==> config.mk <==
export PLATFORM = sky130hd
export DESIGN_NAME = ilv_mem_ctrl
export DESIGN_NICKNAME = d
export VERILOG_FILES = /design/src/rtl/ilv_pkg.sv /design/src/rtl/ilv_bank.sv /design/src/rtl/ilv_rsp_queue.sv /design/src/rtl/ilv_mem_ctrl.sv
export SDC_FILE = /design/constraint.sdc
export NUM_CORES = 2
export LEC_CHECK = 0
export BUFFER_PORTS_ARGS = -buffer_cell sky130_fd_sc_hd__buf_2
export CORE_ASPECT_RATIO = 1.4
export CORE_MARGIN = 2
export CORE_UTILIZATION = 30
export DETAILED_ROUTE_END_ITERATION = 10
export GPL_TIMING_DRIVEN = 0
export PLACE_DENSITY_LB_ADDON = 0.3
export SYNTH_ARGS = -nofsm -noshare
export SYNTH_HDL_FRONTEND = slang
export SYNTH_HIERARCHICAL = 1
export SYNTH_MEMORY_MAX_BITS = 65536
export SYNTH_SLANG_ARGS = --single-unit
export TNS_END_PERCENT = 10
==> constraint.sdc <==
create_clock -name clk -period 4.4 [get_ports clk]
set_input_delay 0.22 -clock clk [delete_from_list [all_inputs] [get_ports clk]]
set_output_delay 0.22 -clock clk [all_outputs]
set_load 0.02 [all_outputs]
==> src/rtl/ilv_pkg.sv <==
package ilv_pkg;

    typedef enum logic [1:0] {
        BK_IDLE,
        BK_ACCESS,
        BK_RECOVER
    } bank_state_e;

    // bank number from the low address bits
    function automatic int unsigned bank_of(input int unsigned addr, input int unsigned bw);
        return addr & ((32'd1 << bw) - 32'd1);
    endfunction

    // word index from the remaining upper bits
    function automatic int unsigned word_of(input int unsigned addr, input int unsigned bw);
        return addr >> bw;
    endfunction

    function automatic int unsigned max2(input int unsigned a, input int unsigned b);
        return (a > b) ? a : b;
    endfunction

endpackage

==> src/rtl/ilv_bank.sv <==
module ilv_bank
    import ilv_pkg::*;
#(
    parameter int IDX_W   = 6,
    parameter int DATA_W  = 16,
    parameter int TAG_W   = 3,
    parameter int ACC_LAT = 2,
    parameter int PRE_LAT = 2
) (
    input  logic              clk,
    input  logic              rst,
    output logic              free,
    input  logic              issue,
    input  logic [IDX_W-1:0]  rd_idx,
    input  logic [TAG_W-1:0]  rd_tag,
    input  logic              wr_en,
    input  logic [IDX_W-1:0]  wr_idx,
    input  logic [DATA_W-1:0] wr_data,
    output logic              done,
    output logic [TAG_W-1:0]  done_tag,
    output logic [DATA_W-1:0] done_data
);
    localparam int WORDS = 1 << IDX_W;
    localparam int MAXL  = max2(ACC_LAT, PRE_LAT);
    localparam int CNT_W = (MAXL > 1) ? $clog2(MAXL) : 1;
    localparam logic [CNT_W-1:0] ACC_LOAD = CNT_W'(ACC_LAT - 1);
    localparam logic [CNT_W-1:0] PRE_LOAD = CNT_W'(PRE_LAT - 1);

    logic [DATA_W-1:0] mem [WORDS];
    bank_state_e       state_q;
    logic [CNT_W-1:0]  cnt_q;
    logic [DATA_W-1:0] hold_q;
    logic [TAG_W-1:0]  tag_q;

    // a bank in its last recovery cycle may already take the next read
    assign free = (state_q == BK_IDLE) ||
                  (state_q == BK_RECOVER && cnt_q == '0);
    assign done      = (state_q == BK_ACCESS) && (cnt_q == '0);
    assign done_tag  = tag_q;
    assign done_data = hold_q;

    always_ff @(posedge clk) begin
        if (rst) begin
            state_q <= BK_IDLE;
            cnt_q   <= '0;
        end else begin
            case (state_q)
                BK_IDLE: begin
                    if (issue) begin
                        state_q <= BK_ACCESS;
                        cnt_q   <= ACC_LOAD;
                    end
                end
                BK_ACCESS: begin
                    if (cnt_q == '0) begin
                        state_q <= BK_RECOVER;
                        cnt_q   <= PRE_LOAD;
                    end else begin
                        cnt_q <= cnt_q - 1'b1;
                    end
                end
                BK_RECOVER: begin
                    if (cnt_q == '0) begin
                        state_q <= issue ? BK_ACCESS : BK_IDLE;
                        cnt_q   <= issue ? ACC_LOAD : '0;
                    end else begin
                        cnt_q <= cnt_q - 1'b1;
                    end
                end
                default: begin
                    state_q <= BK_IDLE;
                    cnt_q   <= '0;
                end
            endcase
        end
    end

    // storage: read sampled at issue, write any cycle
    always_ff @(posedge clk) begin
        if (issue) begin
            hold_q <= mem[rd_idx];
            tag_q  <= rd_tag;
        end
        if (wr_en) begin
            mem[wr_idx] <= wr_data;
        end
    end

endmodule

==> src/rtl/ilv_rsp_queue.sv <==
module ilv_rsp_queue #(
    parameter int DEPTH  = 8,
    parameter int DATA_W = 16
) (
    input  logic                     clk,
    input  logic                     rst,
    input  logic                     alloc,
    output logic [$clog2(DEPTH)-1:0] alloc_tag,
    output logic                     has_room,
    input  logic                     put_vld,
    input  logic [$clog2(DEPTH)-1:0] put_tag,
    input  logic [DATA_W-1:0]        put_data,
    output logic                     rsp_valid,
    output logic [DATA_W-1:0]        rsp_data
);
    localparam int TAG_W = $clog2(DEPTH);
    localparam int CNT_W = $clog2(DEPTH + 1);

    logic [DATA_W-1:0] slot_d [DEPTH];
    logic [DEPTH-1:0]  slot_v;
    logic [TAG_W-1:0]  head_q, tail_q;
    logic [CNT_W-1:0]  count_q;
    logic              pop;

    assign alloc_tag = tail_q;
    assign has_room  = (count_q < CNT_W'(DEPTH));
    assign pop       = slot_v[head_q];

    always_ff @(posedge clk) begin
        if (rst) begin
            slot_v    <= '0;
            head_q    <= '0;
            tail_q    <= '0;
            count_q   <= '0;
            rsp_valid <= 1'b0;
            rsp_data  <= '0;
        end else begin
            rsp_valid <= pop;
            if (pop) begin
                rsp_data       <= slot_d[head_q];
                slot_v[head_q] <= 1'b0;
                head_q         <= head_q + 1'b1;
            end
            if (put_vld) begin
                slot_v[put_tag] <= 1'b1;
            end
            if (alloc) begin
                tail_q <= tail_q + 1'b1;
            end
            case ({alloc, pop})
                2'b10:   count_q <= count_q + 1'b1;
                2'b01:   count_q <= count_q - 1'b1;
                default: count_q <= count_q;
            endcase
        end
    end

    always_ff @(posedge clk) begin
        if (put_vld) begin
            slot_d[put_tag] <= put_data;
        end
    end

endmodule

==> src/rtl/ilv_mem_ctrl.sv <==
module ilv_mem_ctrl
    import ilv_pkg::*;
#(
    parameter int NUM_BANKS = 4,
    parameter int ADDR_W    = 8,
    parameter int DATA_W    = 16,
    parameter int ACC_LAT   = 2,
    parameter int PRE_LAT   = 2
) (
    input  logic              clk,
    input  logic              rst,
    input  logic              req_valid,
    output logic              req_ready,
    input  logic [ADDR_W-1:0] req_addr,
    input  logic              wr_en,
    input  logic [ADDR_W-1:0] wr_addr,
    input  logic [DATA_W-1:0] wr_data,
    output logic              rsp_valid,
    output logic [DATA_W-1:0] rsp_data
);
    localparam int BANK_W = (NUM_BANKS > 1) ? $clog2(NUM_BANKS) : 1;
    localparam int IDX_W  = ADDR_W - BANK_W;
    localparam int QDEPTH = 2 * NUM_BANKS;
    localparam int TAG_W  = $clog2(QDEPTH);

    typedef struct packed {
        logic              vld;
        logic [TAG_W-1:0]  tag;
        logic [DATA_W-1:0] data;
    } completion_t;

    logic [BANK_W-1:0] rd_bank, wr_bank;
    logic [IDX_W-1:0]  rd_idx, wr_idx;
    logic [NUM_BANKS-1:0] bank_free, bank_done;
    logic [TAG_W-1:0]  bank_tag  [NUM_BANKS];
    logic [DATA_W-1:0] bank_data [NUM_BANKS];
    logic              q_room, req_fire;
    logic [TAG_W-1:0]  next_tag;
    completion_t       cpl;

    assign rd_bank = BANK_W'(bank_of(32'(req_addr), BANK_W));
    assign rd_idx  = IDX_W'(word_of(32'(req_addr), BANK_W));
    assign wr_bank = BANK_W'(bank_of(32'(wr_addr), BANK_W));
    assign wr_idx  = IDX_W'(word_of(32'(wr_addr), BANK_W));

    assign req_ready = bank_free[rd_bank] && q_room;
    assign req_fire  = req_valid && req_ready;

    for (genvar b = 0; b < NUM_BANKS; b++) begin : g_bank
        ilv_bank #(
            .IDX_W  (IDX_W),
            .DATA_W (DATA_W),
            .TAG_W  (TAG_W),
            .ACC_LAT(ACC_LAT),
            .PRE_LAT(PRE_LAT)
        ) u_bank (
            .clk      (clk),
            .rst      (rst),
            .free     (bank_free[b]),
            .issue    (req_fire && (rd_bank == BANK_W'(b))),
            .rd_idx   (rd_idx),
            .rd_tag   (next_tag),
            .wr_en    (wr_en && (wr_bank == BANK_W'(b))),
            .wr_idx   (wr_idx),
            .wr_data  (wr_data),
            .done     (bank_done[b]),
            .done_tag (bank_tag[b]),
            .done_data(bank_data[b])
        );
    end

    // equal latencies and one issue per cycle: at most one bank completes
    always_comb begin
        cpl = '0;
        for (int b = 0; b < NUM_BANKS; b++) begin
            if (bank_done[b]) begin
                cpl.vld  = 1'b1;
                cpl.tag  = bank_tag[b];
                cpl.data = bank_data[b];
            end
        end
    end

    ilv_rsp_queue #(
        .DEPTH (QDEPTH),
        .DATA_W(DATA_W)
    ) u_queue (
        .clk      (clk),
        .rst      (rst),
        .alloc    (req_fire),
        .alloc_tag(next_tag),
        .has_room (q_room),
        .put_vld  (cpl.vld),
        .put_tag  (cpl.tag),
        .put_data (cpl.data),
        .rsp_valid(rsp_valid),
        .rsp_data (rsp_data)
    );

endmodule

After elaboration in Yosys (flattened, before gate mapping):

Memories as Yosys holds them, arrays and structs flattened. A register that Yosys moved wholly into a read port is not among the register bits.
Index checks and enable logic that the tools add are counted.
W data, S select, Z words.

* order comparisons: 6
* reductions and logical operators: 35
* equality and inequality tests: 28
* multiplexer cells: 66
* add/sub/neg operators: 8
* bitwise gates (word level): 7

Operators with widths (count)
* $mux W20: 4
* $mux W1: 34
* $mux W2: 12
* $mux W8: 3
* $pmux W2 S3: 4
* $logic_and A1 B1 Y1: 20
* $eq A2 B2 Y1 const B: 9
* $ne A2 B2 Y1 const B: 8
* $eq A2 B1 Y1 const B: 7
* $logic_not A2 Y1: 6
* $pmux W1 S3: 4
* $reduce_and A3 Y1: 4
* $and A8 B8 Y8: 1
* $lt A3 B4 Y1 const B: 2
* $ne A2 B1 Y1 const B: 4
* $not A8 Y8: 1
* $or A8 B8 Y8: 1
* $pmux W4 S2: 1
* $add A3 B1 Y3 const B: 2
* $demux W1 S3: 2
* $ge A3 B1 Y1 const B: 2
* $add A4 B1 Y4 const B: 1
* $logic_or A1 B1 Y1: 4
* $lt A4 B4 Y1 const B: 1
* 7 further kinds: 13

* memories kept: 5
* flip-flop bits (word level): 43
* input bits: 36
* bits in writable memories: 4224

Memory list
* g_bank[0].u_bank.mem: words 64, bits a word 16, read ports 1, clocked after memory_dff 1, wr ports 1, RTL line ilv_bank.sv:29 `logic [DATA_W-1:0] mem [WORDS];`
* g_bank[1].u_bank.mem: words 64, bits a word 16, read ports 1, clocked after memory_dff 1, wr ports 1, RTL line ilv_bank.sv:29
* g_bank[2].u_bank.mem: words 64, bits a word 16, read ports 1, clocked after memory_dff 1, wr ports 1, RTL line ilv_bank.sv:29
* g_bank[3].u_bank.mem: words 64, bits a word 16, read ports 1, clocked after memory_dff 1, wr ports 1, RTL line ilv_bank.sv:29
* u_queue.slot_d: words 8, bits a word 16, read ports 1, clocked after memory_dff 1, wr ports 1, RTL line ilv_rsp_queue.sv:19 `logic [DATA_W-1:0] slot_d [DEPTH];`

Longest topological paths before layout:

* depth after elaboration: 12
* mapped depth: 12
* depth with buffers taken out: 12

By module:

Netlist, hierarchy kept.

By module, submodules not included
* ilv_bank: cells each 1991, instances 4, area an instance 40358.7 µm²
* ilv_rsp_queue: cells each 351, instances 1, area an instance 6343.6 µm²
* ilv_mem_ctrl: cells each 93, instances 1, area an instance 598.1 µm²

Worst setup path before layout:

OpenSTA, ideal clock, no wires.

* path type: flip-flop to flip-flop
* from: register g_bank[0].u_bank.state_q[1]
* to: register g_bank[0].u_bank.cnt_q
* required time: 4336 ps
* clock period less this slack: 3226 ps
* path slack: 1174 ps
* buffers on the path: 0
* data arrival time: 3162 ps
* setup time: 64 ps
* stages on the path, launching flop included: 7
* path through: dfxtp_1 -> a21oi_1 -> nor4b_1 -> mux2i_1 -> nor2_1 -> a21oi_1 -> nor2_1

* longest elaborated chain between the ends: 11
* elaborated cells on any way between the ends: 14
* classes of those cells: eq/ne (3); mux (5); reduce/logical (6)

RTL lines
* from (decl): RTL line ilv_bank.sv:30 `bank_state_e state_q;`
* from (signal assigned): RTL line ilv_bank.sv:64 `state_q <= issue ? BK_ACCESS : BK_IDLE;`
* $eq A2 B2 Y1: RTL line ilv_bank.sv:37 `(state_q == BK_RECOVER && cnt_q == '0);`
* $logic_and A1 B1 Y1: RTL line ilv_bank.sv:37
* $logic_or A1 B1 Y1 (*): RTL line ilv_bank.sv:36 `assign free = (state_q == BK_IDLE) ||`
* via bank_free[0]: RTL line ilv_mem_ctrl.sv:34 `logic [NUM_BANKS-1:0] bank_free, bank_done;`
* $bmux W1 S2 (*): RTL line ilv_mem_ctrl.sv:46 `assign req_ready = bank_free[rd_bank] && q_room;`
* $mux W1 (not written as such) (*): RTL line ilv_mem_ctrl.sv:46
* $logic_and A1 B1 Y1 (*): RTL line ilv_mem_ctrl.sv:46
* $logic_and A1 B1 Y1 (*): RTL line ilv_mem_ctrl.sv:47 `assign req_fire = req_valid && req_ready;`
* $logic_and A1 B1 Y1 (*): RTL line ilv_mem_ctrl.sv:60 `.issue (req_fire && (rd_bank == BANK_W'(b))),`
* $mux W1: RTL line ilv_bank.sv:65 `cnt_q <= issue ? ACC_LOAD : '0;`
* $mux W1: RTL line ilv_bank.sv:63 `if (cnt_q == '0) begin`
* $pmux W1 S3: RTL line ilv_bank.sv:47 `case (state_q)`
* to (signal assigned): RTL line ilv_bank.sv:59 `cnt_q <= cnt_q - 1'b1;`
* to (signal assigned): RTL line ilv_bank.sv:65
* to (signal assigned): RTL line ilv_bank.sv:67 `cnt_q <= cnt_q - 1'b1;`
* to (decl): RTL line ilv_bank.sv:31 `logic [CNT_W-1:0] cnt_q;`

The timed path passes the listed nets; every way through them passes the cells marked *. The select of a mux whose other input is x is not followed.
A chain may end at the register's enable or synchronous reset.

==> out/metrics.yaml <==
route:
  via_per_inst: 5.172
  ant_nets: 0
  drt-initial-drc-count: 9563
  finalWirelength_um: 515300
  dr.pass1.iters: 8
  wl_per_cell_um: 30.51
  vias: 87350
  drc: 0
clocking:
  cts_root_buf: "clkbuf_16"
  htreeDepth: 5
  cts_tree: "done"
  cts_sinks: 4347
  cts_resized: 0
  numCtsBuffers: 390
  cts_setup_buffers: 0
  clock_latency_ps: 950
  clkTransAtPathRegs_ps: 70
  clockBufferDepth: 4
cells_and_area:
  drive_gt1_share_pct: 23.35
  design_area_mm2: 0.1966
  nets: 9206
  final_util_pct: 35.16
  final_common_cell: "edfxtp_1"
  syn2layout_area_growth_pct: 16.76
  final_cell_mix: "4300 x edfxtp_1, 844 x mux2i_1, 614 x mux4_2"
  n_fill_cell: 51560
  layout.cells.non_filler: 16890
placement:
  place_area_mm2: 0.1835
  preCtsSetupSlack_ps: -401.6
  portBuffers: 46
  gp_congestion: 0.9037
  dp_cells: 16100
  hpwl_um: 356700
critical_path:
  crit_fanout: 12
  critPathCaptureType: "flip-flop"
  cp.arrival_ps: 4460
  crit_type: "in2reg"
  critPathRequiredTime_ps: 4960
  critPathLaunchType: "input port"
  crit_top_cell: "buf_2"
  max_stage_delay_ps: 1080
  cp_slowest_cell: "nor4_1"
  crit_chain: "buf_2 > buf_4 > buf_2 > clkbuf_1 > nor2_1 > a221oi_1 > o21ai_1 > nor4_1"
  r2r_setup_slack_ps: 1110
timing:
  drv_slew: 11
  tightest_slew_ps: 1590
  fin_ws_ps: 504.7
  period_share_pct: 88.53
  max_freq_mhz: 256.7
  hold-worst-slack_ps: 103.9
  skew_ps: 45.76
  setup_tns_ps: 0
  hold_viol: 0
  setup-violations-final: 0
  period_needed_ps: 3895
  relSlewSlack_pct: -6.959
  rsz0062_at_grt: "false"
synth:
  yosysSeqAreaShare_pct: 77.25
  synth-async-reset-ratio_pct: 0
  syn_area_mm2: 0.1684
  synthCells: 8408
  ys_warn_count: 6
  synth-edff-count: 4300
  synth_top_flop_cell: "edfxtp_1"
  synth.avg_cell_area_um2: 20.03
  synth-seq-cells: 4347
  syn-num-nets: 8449
  synth_cell_types: 63
power:
  power.density_mw_per_mm2: 435.1
  leakagePower_nw: 62.29
  ir_drop_mv: 0.3417
  power.total_mw: 85.54
job:
  max-cap-violations: 6
grt:
  track_usage_pct: 17.65
  first_global_vias: 89200
  grt_start_max_net_pins: 130
  overflow: 0
  grt_antenna_before_repair: 60
  grt_pass1_wl_um: 707500
run_status:
  violations: "capacitance limit, slew limit"
  outcome: "complete, but fails checks"
worst_hold_path:
  hold_path_class: "in2reg"
floorplan:
  core-area_mm2: 0.5591
  die_w_um: 637.2
  die_area_mm2: 0.5674
  ios: 54
  die_h_um: 890.4
  initial_core_util_pct: 30.11
  core.rowCount: 325
## power by group
part	switching [mW]	internal [mW]	total, mW	leakage [nW]
sequential	0.122	45.8	45.9	39.1
combinational	3.58	1.56	5.14	17.0
clock	15.3	19.2	34.5	6.18
## layer usage
| metal | up-vias | part of all wire (%) | track usage, % | routed length, um |
|---|---|---|---|---|
| met4 | 24 | 7.1 | 11.64 | 36820 |
| met3 | 1051 | 6.3 | 2.770 | 32320 |
| met1 | 46340 | 35 | 19.38 | 179000 |
| li1 | 36260 | - | - | - |
| met2 | 3677 | 52 | 31.49 | 267000 |
| met5 | - | 0.031 | 0 | 162 |
## final cells by class
cell class | count | area [um^2] | share of cell area [%]
flip-flops and latches | 4347 | 130100 | 66.16
multi-input cells | 3582 | 36170 | 18.40
clock buffers | 471 | 10300 | 5.237
well taps | 7357 | 9205 | 4.682
repair buffers | 365 | 5490 | 2.793
plain buffers | 466 | 2800 | 1.424
clock inverters | 236 | 2389 | 1.215
diodes | 53 | 132.6 | 0.06746
inverters | 13 | 48.80 | 0.02482
## cells in the mapped netlist, drive strengths merged, types with 14 or more instances
master / count / area [um^2]
edfxtp: 4300 / 129100
mux2i: 844 / 8448
mux4: 614 / 13830
nor2: 388 / 1469
a22oi: 357 / 2680
buf: 338 / 2315
nand2: 245 / 919.6
nand3: 151 / 755.7
clkbuf: 128 / 485.5
o22ai: 102 / 638.1
mux2: 99 / 1119
a21oi: 90 / 450.4
a221oi: 80 / 775.7
a211oi: 68 / 590.6
o21ai: 61 / 305.3
nand4: 60 / 375.4
nor2b: 51 / 324.1
nand3b: 48 / 360.4
dfxtp: 47 / 940.9
or3: 38 / 237.7
a22o: 32 / 280.3
o221ai: 32 / 280.3
a31oi: 27 / 168.9
nand2b: 26 / 162.7
and4: 20 / 175.2
nor3: 19 / 95.09
nor4: 16 / 100.1
o22a: 16 / 140.1
or3b: 14 / 122.6
## final timing paths
check,startpoint,depth (start not counted),to
setup / recovery,req_addr[4],8,g_bank[2].u_bank/done_data[15]$_DFFE_PP_
hold / removal,wr_data[14],2,g_bank[0].u_bank/mem[47][14]$_DFFE_PP_
setup reg to reg,g_bank[3].u_bank/state_q[0]$_SDFFE_PP0P_,8,u_queue/slot_d[6][10]$_DFFE_PP_
hold reg to reg,u_queue/slot_v[6]$_SDFF_PP0_,2,u_queue/slot_v[6]$_SDFF_PP0_
## logic make-up (layout without fill, tap and decap cells)
kind of cell / Yosys count / after routing / share of synthesized area, %
flip-flops: 4347 / 4347 / 77.25
multiplexers: 1557 / 1557 / 13.89
AND/OR/NAND/NOR: 1131 / 1131 / 3.264
AO/OA/AOI/OAI: 883 / 883 / 3.834
buffers and inverters: 479 / 1551 / 1.692
XOR/XNOR: 6 / 6 / 0.03122
adder cells (fa/ha/maj): 5 / 5 / 0.03715
other: 0 / 53 / 0
## critical path, delay by kind of cell
family,cells,cell delay [ps]
AO/OA/AOI/OAI,2,820
AND/OR/NAND/NOR,2,1210
buffers and inverters,4,2130
## flip-flops by register name, indices dropped and copies added (netlist names), 4 cells and up
name	count
u_queue/slot_d	128
g_bank.u_bank/cnt_q	4
g_bank.u_bank/done_tag	12
g_bank.u_bank/state_q	8
g_bank.u_bank/done_data	64
u_queue/slot_v	8
u_queue/rsp_data	16
u_queue/count_q	4
g_bank.u_bank/mem	4096
## timing repair
action	CTS	global route
endpoints found under the hold margin	1344	0
endpoints found under the setup margin	0	0
hold buffers	30	0
Power figures use the tool's default switching activity.
